===== src/rtl/dbm_pkg.sv =====
`timescale 1ns/1ps
package dbm_pkg;
  localparam int DATA_W   = 32;
  localparam int BYTE_W   = 8;
  localparam int LANES    = DATA_W / BYTE_W;
  localparam int TIM_W    = 5;
  localparam int SUB_W    = 3;
  localparam int SLV_W    = 4;
  localparam logic [SLV_W-1:0] SLV_RESERVED = 4'hF;

  typedef enum logic [1:0] {PH_IDLE, PH_SETUP, PH_STROBE, PH_HOLD} phase_e;

  typedef struct packed {
    logic             swap;
    logic [TIM_W-1:0] setup;
    logic [TIM_W-1:0] hold;
    logic [TIM_W-1:0] width;
    logic             aack;
    logic             sack;
    logic [SLV_W-1:0] slave;
    logic [SUB_W-1:0] sub;
    logic             inc;
    logic             pack;
    logic [1:0]       cnt;
  } mode_t;

  function automatic mode_t unpack_mode(input logic [DATA_W-1:0] w);
    mode_t m;
    m.cnt   = w[1:0];
    m.pack  = w[2];
    m.inc   = w[3];
    m.sub   = w[6:4];
    m.slave = w[10:7];
    m.sack  = w[11];
    m.aack  = w[12];
    m.width = w[17:13];
    m.hold  = w[22:18];
    m.setup = w[27:23];
    m.swap  = w[28];
    return m;
  endfunction
endpackage


===== src/rtl/dbm_cycle_timer.sv =====
`timescale 1ns/1ps
module dbm_cycle_timer #(
  parameter int CW = 5
) (
  input  logic          clk,
  input  logic          rst,
  input  logic          load,
  input  logic [CW-1:0] val,
  output logic          expire
);
  logic [CW-1:0] cnt_q;

  always_ff @(posedge clk) begin
    if (rst)               cnt_q <= '0;
    else if (load)         cnt_q <= val;
    else if (cnt_q != '0)  cnt_q <= cnt_q - 1'b1;
  end

  // phase ends in the cycle holding the final count
  assign expire = (cnt_q <= CW'(1));

  // a phase is never started with a zero length
  a_r7_load_nonzero: assert property (@(posedge clk) disable iff (rst)
    load |-> (val != '0));
endmodule


===== src/rtl/dbm_ack_sync.sv =====
`timescale 1ns/1ps
module dbm_ack_sync #(
  parameter int STAGES = 2
) (
  input  logic clk,
  input  logic rst,
  input  logic ack_sync_i,
  input  logic ack_async_i,
  input  logic en_sync,
  input  logic en_async,
  output logic seen
);
  logic [STAGES-1:0] sh_q;

  generate
    if (STAGES == 1) begin : g_one
      always_ff @(posedge clk) begin
        if (rst) sh_q <= '0;
        else     sh_q <= ack_async_i;
      end
    end else begin : g_chain
      always_ff @(posedge clk) begin
        if (rst) sh_q <= '0;
        else     sh_q <= {sh_q[STAGES-2:0], ack_async_i};
      end
    end
  endgenerate

  assign seen = (en_sync & ack_sync_i) | (en_async & sh_q[STAGES-1]);
endmodule


===== src/rtl/dbm_byte_lane.sv =====
`timescale 1ns/1ps
module dbm_byte_lane #(
  parameter int BYTE_W = 8,
  parameter int LANES  = 4,
  localparam int DATA_W = BYTE_W * LANES,
  localparam int IW     = $clog2(LANES)
) (
  input  logic [DATA_W-1:0] tx_word,
  input  logic [DATA_W-1:0] acc_word,
  input  logic [IW-1:0]     idx,
  input  logic [IW:0]       nbytes,
  input  logic              swap,
  input  logic [BYTE_W-1:0] rx_byte,
  output logic [BYTE_W-1:0] tx_byte,
  output logic [DATA_W-1:0] acc_ins
);
  logic [IW:0]        pos_w;
  logic [LANES-1:0]   hit;
  logic [BYTE_W-1:0]  masked [LANES];

  assign pos_w = swap ? (nbytes - (IW+1)'(1) - {1'b0, idx}) : {1'b0, idx};

  // lane g holds left-justified position LANES-1-g
  for (genvar g = 0; g < LANES; g++) begin : g_lane
    assign hit[g] = (pos_w == (IW+1)'(LANES-1-g));
    assign acc_ins[g*BYTE_W +: BYTE_W] = hit[g] ? rx_byte : acc_word[g*BYTE_W +: BYTE_W];
    assign masked[g] = hit[g] ? tx_word[g*BYTE_W +: BYTE_W] : '0;
  end

  always_comb begin
    tx_byte = '0;
    for (int i = 0; i < LANES; i++) tx_byte = tx_byte | masked[i];
    // at most one lane is addressed per byte
    a_r3_one_lane: assert ($onehot0(hit));
  end
endmodule


===== src/rtl/dispbus_master.sv =====
`timescale 1ns/1ps
module dispbus_master
  import dbm_pkg::*;
#(
  parameter int ACK_TIMEOUT = 256,
  parameter int SYNC_STAGES = 2
) (
  input  logic              clk,
  input  logic              rst,
  input  logic              cfg_we,
  input  logic [DATA_W-1:0] cfg_wdata,
  input  logic              dat_we,
  input  logic [DATA_W-1:0] dat_wdata,
  input  logic              dat_re,
  output logic [DATA_W-1:0] rd_data,
  output logic              busy,
  output logic              ack_err,
  output logic [SLV_W-1:0]  bus_slave,
  output logic [SUB_W-1:0]  bus_sub,
  output logic              bus_cs,
  output logic              bus_strobe,
  output logic              bus_rd,
  output logic [BYTE_W-1:0] bus_dout,
  input  logic [BYTE_W-1:0] bus_din,
  input  logic              bus_ack_sync,
  input  logic              bus_ack_async,
  output logic              bus_swap
);
  localparam int IW = $clog2(LANES);
  localparam int TW = $clog2(ACK_TIMEOUT + 1);
  localparam int MODE_W = 29;

  phase_e            st_q, st_nx;
  logic [DATA_W-1:0] mode_q, word_q, acc_q, rd_data_q;
  logic [IW-1:0]     idx_q;
  logic [IW:0]       nb_q, nb_w;
  logic              rd_q, err_q;
  mode_t             m;
  logic              rsv, ack_mode, ack_seen, ph_exp, tmo_exp, last;
  logic [TIM_W-1:0]  weff, ph_val;
  logic              ph_ld, tmo_ld, accept, go_byte, go_strobe, strb_end, after_hold, xfer_end, abort;
  logic [BYTE_W-1:0] tx_byte;
  logic [DATA_W-1:0] acc_ins, acc_fin;
  logic              unused_mode_bits;

  assign unused_mode_bits = ^mode_q[DATA_W-1:MODE_W];

  assign m        = unpack_mode(mode_q);
  assign rsv      = (m.slave == SLV_RESERVED);
  assign ack_mode = (m.sack | m.aack) & ~rsv;
  assign weff     = (m.width == '0) ? TIM_W'(1) : m.width;
  assign nb_w     = (m.pack || m.cnt == 2'd0) ? (IW+1)'(LANES) : (IW+1)'(m.cnt);
  assign last     = ({1'b0, idx_q} == nb_q - (IW+1)'(1));

  dbm_cycle_timer #(.CW(TIM_W)) u_phase (
    .clk(clk), .rst(rst), .load(ph_ld), .val(ph_val), .expire(ph_exp));

  dbm_cycle_timer #(.CW(TW)) u_tmo (
    .clk(clk), .rst(rst), .load(tmo_ld), .val(TW'(ACK_TIMEOUT)), .expire(tmo_exp));

  dbm_ack_sync #(.STAGES(SYNC_STAGES)) u_ack (
    .clk(clk), .rst(rst), .ack_sync_i(bus_ack_sync), .ack_async_i(bus_ack_async),
    .en_sync(m.sack & ~rsv), .en_async(m.aack & ~rsv), .seen(ack_seen));

  dbm_byte_lane #(.BYTE_W(BYTE_W), .LANES(LANES)) u_lane (
    .tx_word(word_q), .acc_word(acc_q), .idx(idx_q), .nbytes(nb_q), .swap(m.swap),
    .rx_byte(bus_din), .tx_byte(tx_byte), .acc_ins(acc_ins));

  // phase sequencing: strobe end -> hold -> next byte -> setup -> strobe
  always_comb begin
    st_nx = st_q; ph_ld = 1'b0; ph_val = '0; tmo_ld = 1'b0;
    accept = 1'b0; go_byte = 1'b0; go_strobe = 1'b0; strb_end = 1'b0;
    after_hold = 1'b0; xfer_end = 1'b0; abort = 1'b0;
    case (st_q)
      PH_IDLE:   if (dat_we || dat_re) begin accept = 1'b1; go_byte = 1'b1; end
      PH_SETUP:  if (ph_exp) go_strobe = 1'b1;
      PH_STROBE: begin
        if (ack_mode) begin
          if (ack_seen)     strb_end = 1'b1;
          else if (tmo_exp) abort = 1'b1;
        end else if (ph_exp) strb_end = 1'b1;
      end
      PH_HOLD:   if (ph_exp) after_hold = 1'b1;
      default:   st_nx = PH_IDLE;
    endcase
    if (strb_end) begin
      if (m.hold != '0) begin st_nx = PH_HOLD; ph_ld = 1'b1; ph_val = m.hold; end
      else after_hold = 1'b1;
    end
    if (after_hold) begin
      if (last) begin st_nx = PH_IDLE; xfer_end = 1'b1; end
      else go_byte = 1'b1;
    end
    if (go_byte) begin
      if (m.setup != '0) begin st_nx = PH_SETUP; ph_ld = 1'b1; ph_val = m.setup; end
      else go_strobe = 1'b1;
    end
    if (go_strobe) begin st_nx = PH_STROBE; ph_ld = 1'b1; ph_val = weff; tmo_ld = 1'b1; end
    if (abort) st_nx = PH_IDLE;
  end

  assign acc_fin = strb_end ? acc_ins : acc_q;

  always_ff @(posedge clk) begin
    if (rst) begin
      st_q <= PH_IDLE; mode_q <= '0; word_q <= '0; acc_q <= '0; rd_data_q <= '0;
      idx_q <= '0; nb_q <= '0; rd_q <= 1'b0; err_q <= 1'b0;
    end else begin
      st_q <= st_nx;
      if (cfg_we && st_q == PH_IDLE && !accept) mode_q <= cfg_wdata;
      if (accept) begin
        word_q <= dat_wdata; rd_q <= ~dat_we; idx_q <= '0; acc_q <= '0; nb_q <= nb_w;
      end
      if (strb_end) begin
        if (rd_q)  acc_q <= acc_ins;
        if (m.inc) mode_q[6:4] <= mode_q[6:4] + 3'd1;
      end
      if (after_hold && !last) idx_q <= idx_q + 1'b1;
      if (xfer_end && rd_q) rd_data_q <= acc_fin;
      if (abort) err_q <= 1'b1;
    end
  end

  assign busy       = (st_q != PH_IDLE);
  assign bus_cs     = busy & ~rsv;
  assign bus_strobe = (st_q == PH_STROBE) & ~rsv;
  assign bus_rd     = busy & rd_q;
  assign bus_dout   = (busy && !rd_q) ? tx_byte : '0;
  assign bus_slave  = m.slave;
  assign bus_sub    = m.sub;
  assign bus_swap   = m.swap;
  assign rd_data    = rd_data_q;
  assign ack_err    = err_q;

  // mode fields other than the sub-address hold still through a burst
  a_r11_mode_frozen: assert property (@(posedge clk) disable iff (rst)
    busy |=> ($stable(mode_q[31:7]) && $stable(mode_q[3:0])));
  // the timeout flag is sticky
  a_r9_err_sticky: assert property (@(posedge clk) disable iff (rst)
    ack_err |=> ack_err);
  // reserved slave code stays silent on the bus
  a_r6_reserved_quiet: assert property (@(posedge clk) disable iff (rst)
    (busy && m.slave == SLV_RESERVED) |-> (!bus_cs && !bus_strobe));
  // an acknowledged strobe waits for its acknowledge or the timeout
  a_r8_wait_ack: assert property (@(posedge clk) disable iff (rst)
    (st_q == PH_STROBE && ack_mode && !ack_seen && !tmo_exp) |=> (st_q == PH_STROBE));
  // with a nonzero setup the strobe is preceded by the setup phase
  a_r7_setup_first: assert property (@(posedge clk) disable iff (rst)
    ($rose(bus_strobe) && m.setup != '0) |-> ($past(st_q) == PH_SETUP));
  // the read result only moves while a burst is running
  a_r10_rd_hold: assert property (@(posedge clk) disable iff (rst)
    !busy |=> $stable(rd_data));
endmodule


===== config.mk =====
export PLATFORM = sky130hd
export DESIGN_NAME = dispbus_master
export DESIGN_NICKNAME = d
export VERILOG_FILES = /design/src/rtl/dbm_pkg.sv /design/src/rtl/dbm_cycle_timer.sv /design/src/rtl/dbm_ack_sync.sv /design/src/rtl/dbm_byte_lane.sv /design/src/rtl/dispbus_master.sv
export SDC_FILE = /design/constraint.sdc
export NUM_CORES = 1
export LEC_CHECK = 0
export ABC_CLOCK_PERIOD_IN_PS = 4900
export BUFFER_PORTS_ARGS = -buffer_cell sky130_fd_sc_hd__buf_2
export CAP_MARGIN = 25
export CORE_MARGIN = 2
export CORE_UTILIZATION = 50
export CTS_CLUSTER_DIAMETER = 40
export DETAILED_ROUTE_END_ITERATION = 16
export GPL_ROUTABILITY_DRIVEN = 1
export PLACE_DENSITY = 0.78
export SLEW_MARGIN = 20
export SYNTH_ARGS = -nofsm -noshare
export SYNTH_HDL_FRONTEND = slang
export SYNTH_SLANG_ARGS = --single-unit

===== constraint.sdc =====
create_clock -name clk -period 4.9 [get_ports clk]
set_input_delay 0.245 -clock clk [delete_from_list [all_inputs] [get_ports clk]]
set_output_delay 0.245 -clock clk [all_outputs]
set_load 0.005 [all_outputs]

Word level (Yosys, flattened, before mapping)

Index checks and enable logic that the tools add are counted.
W data, S select, Z words.

Flip-flop bits (word level): 150
Bits in latches: 0
Memory bits (writable): 0
Memory bits (read-only): 0
Input bits: 79
Output and inout port bits: 53
Logic and storage cells: 134
Memories kept: 0

Add/sub/neg operators: 6
Multipliers: 0
Divide/modulo/power cells: 0
Magnitude comparators: 2
Equality and inequality tests: 8
Shift operators: 0
Mux-type cells: 63
Bitwise gates (word level): 15
Reductions and logical operators: 25

Operator list:

| kind                  | count |
|---|---|
| $mux W32              | 4 |
| $mux W8               | 9 |
| $mux W5               | 8 |
| $mux W1               | 26 |
| $or A8 B8 Y8          | 3 |
| $mux W2               | 9 |
| $mux W9               | 2 |
| $reduce_bool A5 Y1    | 3 |
| $mux W3               | 4 |
| $le A9 B1 Y1 const B  | 1 |
| $reduce_bool A9 Y1    | 1 |
| $sub A9 B1 Y9 const B | 1 |
| $and A1 B1 Y1         | 8 |
| $reduce_bool A2 Y1    | 4 |
| $mux W7               | 1 |
| $eq A3 B2 Y1 const B  | 2 |
| $le A5 B1 Y1 const B  | 1 |
| $logic_and A1 B1 Y1   | 5 |
| $logic_not A5 Y1      | 1 |
| $sub A5 B1 Y5 const B | 1 |
| $eq A2 B2 Y1 const B  | 2 |
| $eq A4 B4 Y1 const B  | 1 |
| $logic_not A2 Y1      | 2 |
| $reduce_or A2 Y1      | 2 |
| 13 further kinds      | 18 |

Longest topological paths before layout

Depth after elaboration: 14
Depth in mapped cells: 10
Mapped depth without buffers: 9

Modules after synthesis

Synthesis repeated with hierarchy kept, for this count alone.

Cell total of the unflattened synthesis: 894
Area, all modules: 7,608.5 µm²

Modules (own cells, without submodules):

| module                     | times used | cells each | area each (µm²) | sequential area each (µm²) |
|---|---|---|---|---|
| dispbus_master             | 1          | 679        | 5,657.9         | 2,682.6 |
| dbm_byte_lane              | 1          | 112        | 1,016.0         | 0.0 |
| dbm_cycle_timer at u_tmo   | 1          | 62         | 556.8           | 180.2 |
| dbm_cycle_timer at u_phase | 1          | 36         | 316.6           | 100.1 |
| dbm_ack_sync               | 1          | 5          | 61.3            | 40.0 |

Worst setup path before layout

No wires, ideal clock.

Path type: reg-to-reg
From: register nb_q[0]
To: register acc_q[10]
Setup time: 0.117 ns
Arrival time: 2.231 ns
Data required time: 4.783 ns
Path slack: 2.553 ns
Cell stages (with the launch flop): 11
Path buffers: 1
Clock period less this slack: 2.347 ns
Cells stage by stage: dfxtp_1 inv_1 ha_1 inv_1 fa_1 xnor2_2 a31oi_4 buf_2 nor3_1 nor3_4 a22o_1

Cells in the longest elaborated chain, start to end: 7

RTL lines:

| element                | line                  | text |
|---|---|---|
| start, declared        | dispbus_master.sv:36  | `logic [IW:0] nb_q, nb_w;` |
| start signal, assigned | dispbus_master.sv:107 | `idx_q <= '0; nb_q <= '0; rd_q <= 1'b0; err_q <= 1'b0;` |
| start signal, assigned | dispbus_master.sv:112 | `word_q <= dat_wdata; rd_q <= ~dat_we; idx_q <= '0; acc_q <= '0; nb_q <= nb_w;` |
| $sub A3 B1 Y3          | dbm_byte_lane.sv:21   | `assign pos_w = swap ? (nbytes - (IW+1)'(1) - {1'b0, idx}) : {1'b0, idx};` |
| $sub A3 B2 Y3          | dbm_byte_lane.sv:21   |  |
| $mux W3                | dbm_byte_lane.sv:21   |  |
| $eq A3 B2 Y1           | dbm_byte_lane.sv:25   | `assign hit[g] = (pos_w == (IW+1)'(LANES-1-g));` |
| $mux W8                | dbm_byte_lane.sv:26   | `assign acc_ins[g*BYTE_W +: BYTE_W] = hit[g] ? rx_byte : acc_word[g*BYTE_W +: BYTE_W];` |
| $mux W32               | dispbus_master.sv:115 | `if (rd_q) acc_q <= acc_ins;` |
| $mux W32               | dispbus_master.sv:114 | `if (strb_end) begin` |
| end signal, assigned   | dispbus_master.sv:115 |  |
| end, declared          | dispbus_master.sv:34  | `logic [DATA_W-1:0] mode_q, word_q, acc_q, rd_data_q;` |

Every way passes these cells.
A chain may end at the register's enable or synchronous reset.

Worst setup path in the final report

From: register nb_q[0]
To: output bus_dout[5]

Cells in the longest elaborated chain, start to end: 9
Elaborated cells between the ends (all ways): 15
Classes of those cells: add/sub (2); eq/ne (3); mux (6); bitwise (3); reduce/logical (1)

RTL lines:

| element                   | line                  | text |
|---|---|---|
| $sub A3 B1 Y3 *           | dbm_byte_lane.sv:21   |  |
| $sub A3 B2 Y3 *           | dbm_byte_lane.sv:21   |  |
| $mux W3 *                 | dbm_byte_lane.sv:21   |  |
| $eq A3 B2 Y1              | dbm_byte_lane.sv:25   |  |
| $mux W8                   | dbm_byte_lane.sv:27   | `assign masked[g] = hit[g] ? tx_word[g*BYTE_W +: BYTE_W] : '0;` |
| $or A8 B8 Y8 (2 in a row) | dbm_byte_lane.sv:32   | `for (int i = 0; i < LANES; i++) tx_byte = tx_byte \| masked[i];` |
| $or A8 B8 Y8 *            | dbm_byte_lane.sv:32   |  |
| $mux W8 *                 | dispbus_master.sv:128 | `assign bus_dout = (busy && !rd_q) ? tx_byte : '0;` |
| end, declared             | dispbus_master.sv:23  | `output logic [BYTE_W-1:0] bus_dout,` |

Every way passes the cells marked *; elsewhere a longest branch is shown, timed or not.

==> results.sh <==
export IMPL_max_slew_margin_pct=36.8
export IMPL_crit_start="nb_q[0]$_SDFFE_PP0P_"
export IMPL_crit_path_max_fanout=15
export IMPL_drtIter0Drc=487
export IMPL_tns_ns=0
export IMPL_dpl_cell_area_sq_um=7470
export IMPL_cts_htree_levels=4
export IMPL_gp_congestion=0.852
export IMPL_hold_path_class="in2reg"
export IMPL_ctsResizeCount=0
export IMPL_skew_ns=0.00607
export IMPL_grt_pass1_wl_mm=26.1
export IMPL_final_cell_mix="nand2_1 (183), dfxtp_1 (150), buf_2 (127)"
export IMPL_start_kind="flop"
export IMPL_grt_antenna_before_repair=0
export IMPL_root_buffer="clkbuf_16"
export IMPL_tightest_slew_ns=0.941
export IMPL_critPathArrivalTime_ns=2.96
export IMPL_status="completed"
export IMPL_worst_path_stages=10
export IMPL_ctsHoldBuffers=0
export IMPL_yosysSeqAreaShare_pct=43.4
export IMPL_hp_start="bus_ack_async"
export IMPL_cp_slowest_cell="a31oi_2"
export IMPL_synth_warnings=0
export IMPL_synthArstFlopShare_pct=0
export IMPL_cp_required_ns=4.66
export IMPL_netlist_top_cells_area="dfxtp_1 (43%), nand2_1 (9.9%), a21oi_1 (8.5%), mux2i_1 (4.8%), nor2_1 (3.7%)"
export IMPL_grt_overflow_total=0
export IMPL_synth_top_cell_area_share_pct=43.4
export IMPL_ir_drop_uv=314
export IMPL_path_class="reg2out"
export IMPL_drv_slew=0
export IMPL_fmax_mhz=312
export IMPL_via_count=6011
export IMPL_setup_viol_count_final=0
export IMPL_layout_nets=1003
export IMPL_r2r_cells=9
export IMPL_via_per_inst=5.46
export IMPL_crit_chain="inv_1 > ha_1 > inv_1 > fa_1 > xnor2_2 > a31oi_2 > a21oi_1 > nor2_1 > nor2_1 > buf_2"
export IMPL_rsz0062_at_grt="false"
export IMPL_critPathCaptureType="output pin"
export IMPL_syn_nets=919
export IMPL_area_growth_syn_to_layout_pct=16.9
export IMPL_rows=42
export IMPL_cpLargestDelayFamily="compound AO/OA/AOI/OAI gates"
export IMPL_powerDensity_nw_per_um2=484
export IMPL_grt_usage_pct=22.3
export IMPL_drc=0
export IMPL_grt_max_degree=79
export IMPL_hpwl_mm=10.9
export IMPL_antenna_diode_count=0
export IMPL_post_synth_instance_area_sq_um=6920
export IMPL_synth_cells=829
export IMPL_ant_nets=0
export IMPL_place_port_buffers=128
export IMPL_rrSetupSlack_ns=1.85
export IMPL_whs_ns=0.0371
export IMPL_synth_seq_cells=150
export IMPL_routed_wl_mm=16.4
export IMPL_cts_max_path_buffers=2
export IMPL_post_cts_setup_buffers=0
export IMPL_ys_flop_type="dfxtp_1"
export IMPL_finalHoldViolCount=0
export IMPL_layout_drive_gt1_share_pct=22.8
export IMPL_die_area_sq_um=14800
export IMPL_io_pins=132
export IMPL_min_period_ns=3.21
export IMPL_drt_first_pass_iters=5
export IMPL_finalInstanceArea_sq_um=8090
export IMPL_endpoint="bus_dout[5]"
export IMPL_slowest_delay_ns=0.73
export IMPL_synth_distinct_cells=71
export IMPL_die_h_um=122
export IMPL_drv_cap=0
export IMPL_fillers=1199
export IMPL_die_w_um=122
export IMPL_synth_edf_count=0
export IMPL_reg2reg_from="nb_q[0]$_SDFFE_PP0P_"
export IMPL_coreArea_sq_um=13400
export IMPL_wl_per_cell_um=14.9
export IMPL_cts_clk_slew_worst_paths_ns=0.06
export IMPL_finalCritPeriodShare_pct=65.4
export IMPL_synth_top_area_cell="dfxtp_1"
export IMPL_start_util_pct=51.7
export IMPL_grt_pass1_vias=5334
export IMPL_crit_buf_inv=3
export IMPL_reg2reg_to="rd_data[30]$_SDFFE_PP0P_"
export IMPL_synth_avg_cell_area_sq_um=8.35
export IMPL_cts_made_buffers=17
export IMPL_final_common_cell="nand2_1"
export IMPL_clkSinkCount=150
export IMPL_cts_tree="built"
export IMPL_insertion_delay_ns=0.42
export IMPL_p_leak_nw=3.25
## area by class of cell
class / instances / area (sq um) / share of cell area, %
inverters: 14 / 52.6 / 0.650
well taps: 176 / 220 / 2.72
repair buffers: 134 / 696 / 8.60
multi-input cells: 596 / 3520 / 43.5
clock buffers: 24 / 502 / 6.20
clock inverters: 7 / 93.8 / 1.16
flip-flops and latches: 150 / 3000 / 37.1
## state kept, by name, summed over array words and instances, names as in the netlist
signal         count
ack_err            1
u_ack.sh_q         2
mode_q            29
word_q            32
nb_q               3
u_phase.cnt_q      5
rd_data           32
idx_q              2
acc_q             32
rd_q               1
st_q               2
u_tmo.cnt_q        9
## synthesized netlist by cell type, types with 4 or more instances
cell type and count:
buf_4 11, buf_6 4, a211oi_2 16, clkbuf_1 24, a22oi_1 4, o21ai_0 8
ha_1 10, buf_1 7, nor2b_1 4, nor3_2 5, buf_2 20, and2_1 4
xnor2_1 6, nor4_1 4, dfxtp_1 150, inv_1 14, nor3_1 13, nand3_1 22
a221oi_1 4, a21oi_1 118, a22o_1 16, nor2_1 68, nand2_1 183, o21ai_1 18
mux2i_1 33
## metal layers
layer | wire (um) | part of all wire, % | track usage, %
met4 | 243 | 1.5 | 7.11
met5 | 0 | 0 | 0
met1 | 7410 | 45 | 29.8
met3 | 920 | 5.6 | 6.04
met2 | 7790 | 48 | 35.1
## worst min-delay path by stage
stage                               endpoint  slack [ns]  cells past startpoint
floorplan                  rd_q$_SDFFE_PP0P_        0.34                      1
global placement    u_ack.sh_q[1]$_SDFF_PP0_        0.42                      1
detailed placement      nb_q[1]$_SDFFE_PP0P_        0.44                      2
CTS                 u_ack.sh_q[0]$_SDFF_PP0_        0.02                      2
global route         word_q[11]$_SDFFE_PP0P_        0.05                      3
finish              u_ack.sh_q[0]$_SDFF_PP0_        0.04                      2
## logic make-up (layout without fill, tap and decap cells)
| kind of cell | count (synthesis) | in the layout | synth area share, % |
|---|---|---|---|
| fa+ha+maj | 11 | 11 | 2.10 |
| simple gates | 325 | 325 | 21.0 |
| flops | 150 | 150 | 43.4 |
| buf+inv | 83 | 179 | 6.24 |
| compound gates | 215 | 215 | 20.6 |
| mux | 36 | 36 | 5.26 |
| xor+xnor | 9 | 9 | 1.36 |
## worst register-to-register path, stage by stage (launching register included)
cell and delay, ns:
dfxtp_1 0.35, inv_1 0.05, ha_1 0.26, inv_1 0.07
fa_1 0.44, xnor2_2 0.19, a31oi_2 0.73, nand3b_4 0.39
mux2i_1 0.29, a211oi_2 0.12
## per-stage QoR
stage,cells,utilization [%],power [mW],setup slack (ns)
2_1_floorplan,829,-,2.36,2.55
3_3_place_gp,1069,55.7,2.60,1.94
3_5_place_dp,1069,55.8,2.62,1.87
4_1_cts,1100,60.2,3.93,1.68
5_1_grt,1101,60.4,4.13,1.54
6_report,1101,60.4,3.92,1.69
## power breakdown
group	total, mW	switching, mW	leakage [nW]	internal, mW
combinational	1.17	0.725	1.75	0.440
clock	1.30	0.489	0.288	0.814
sequential	1.45	0.105	1.22	1.35
Note: power is estimated with default switching activity, not from simulation.
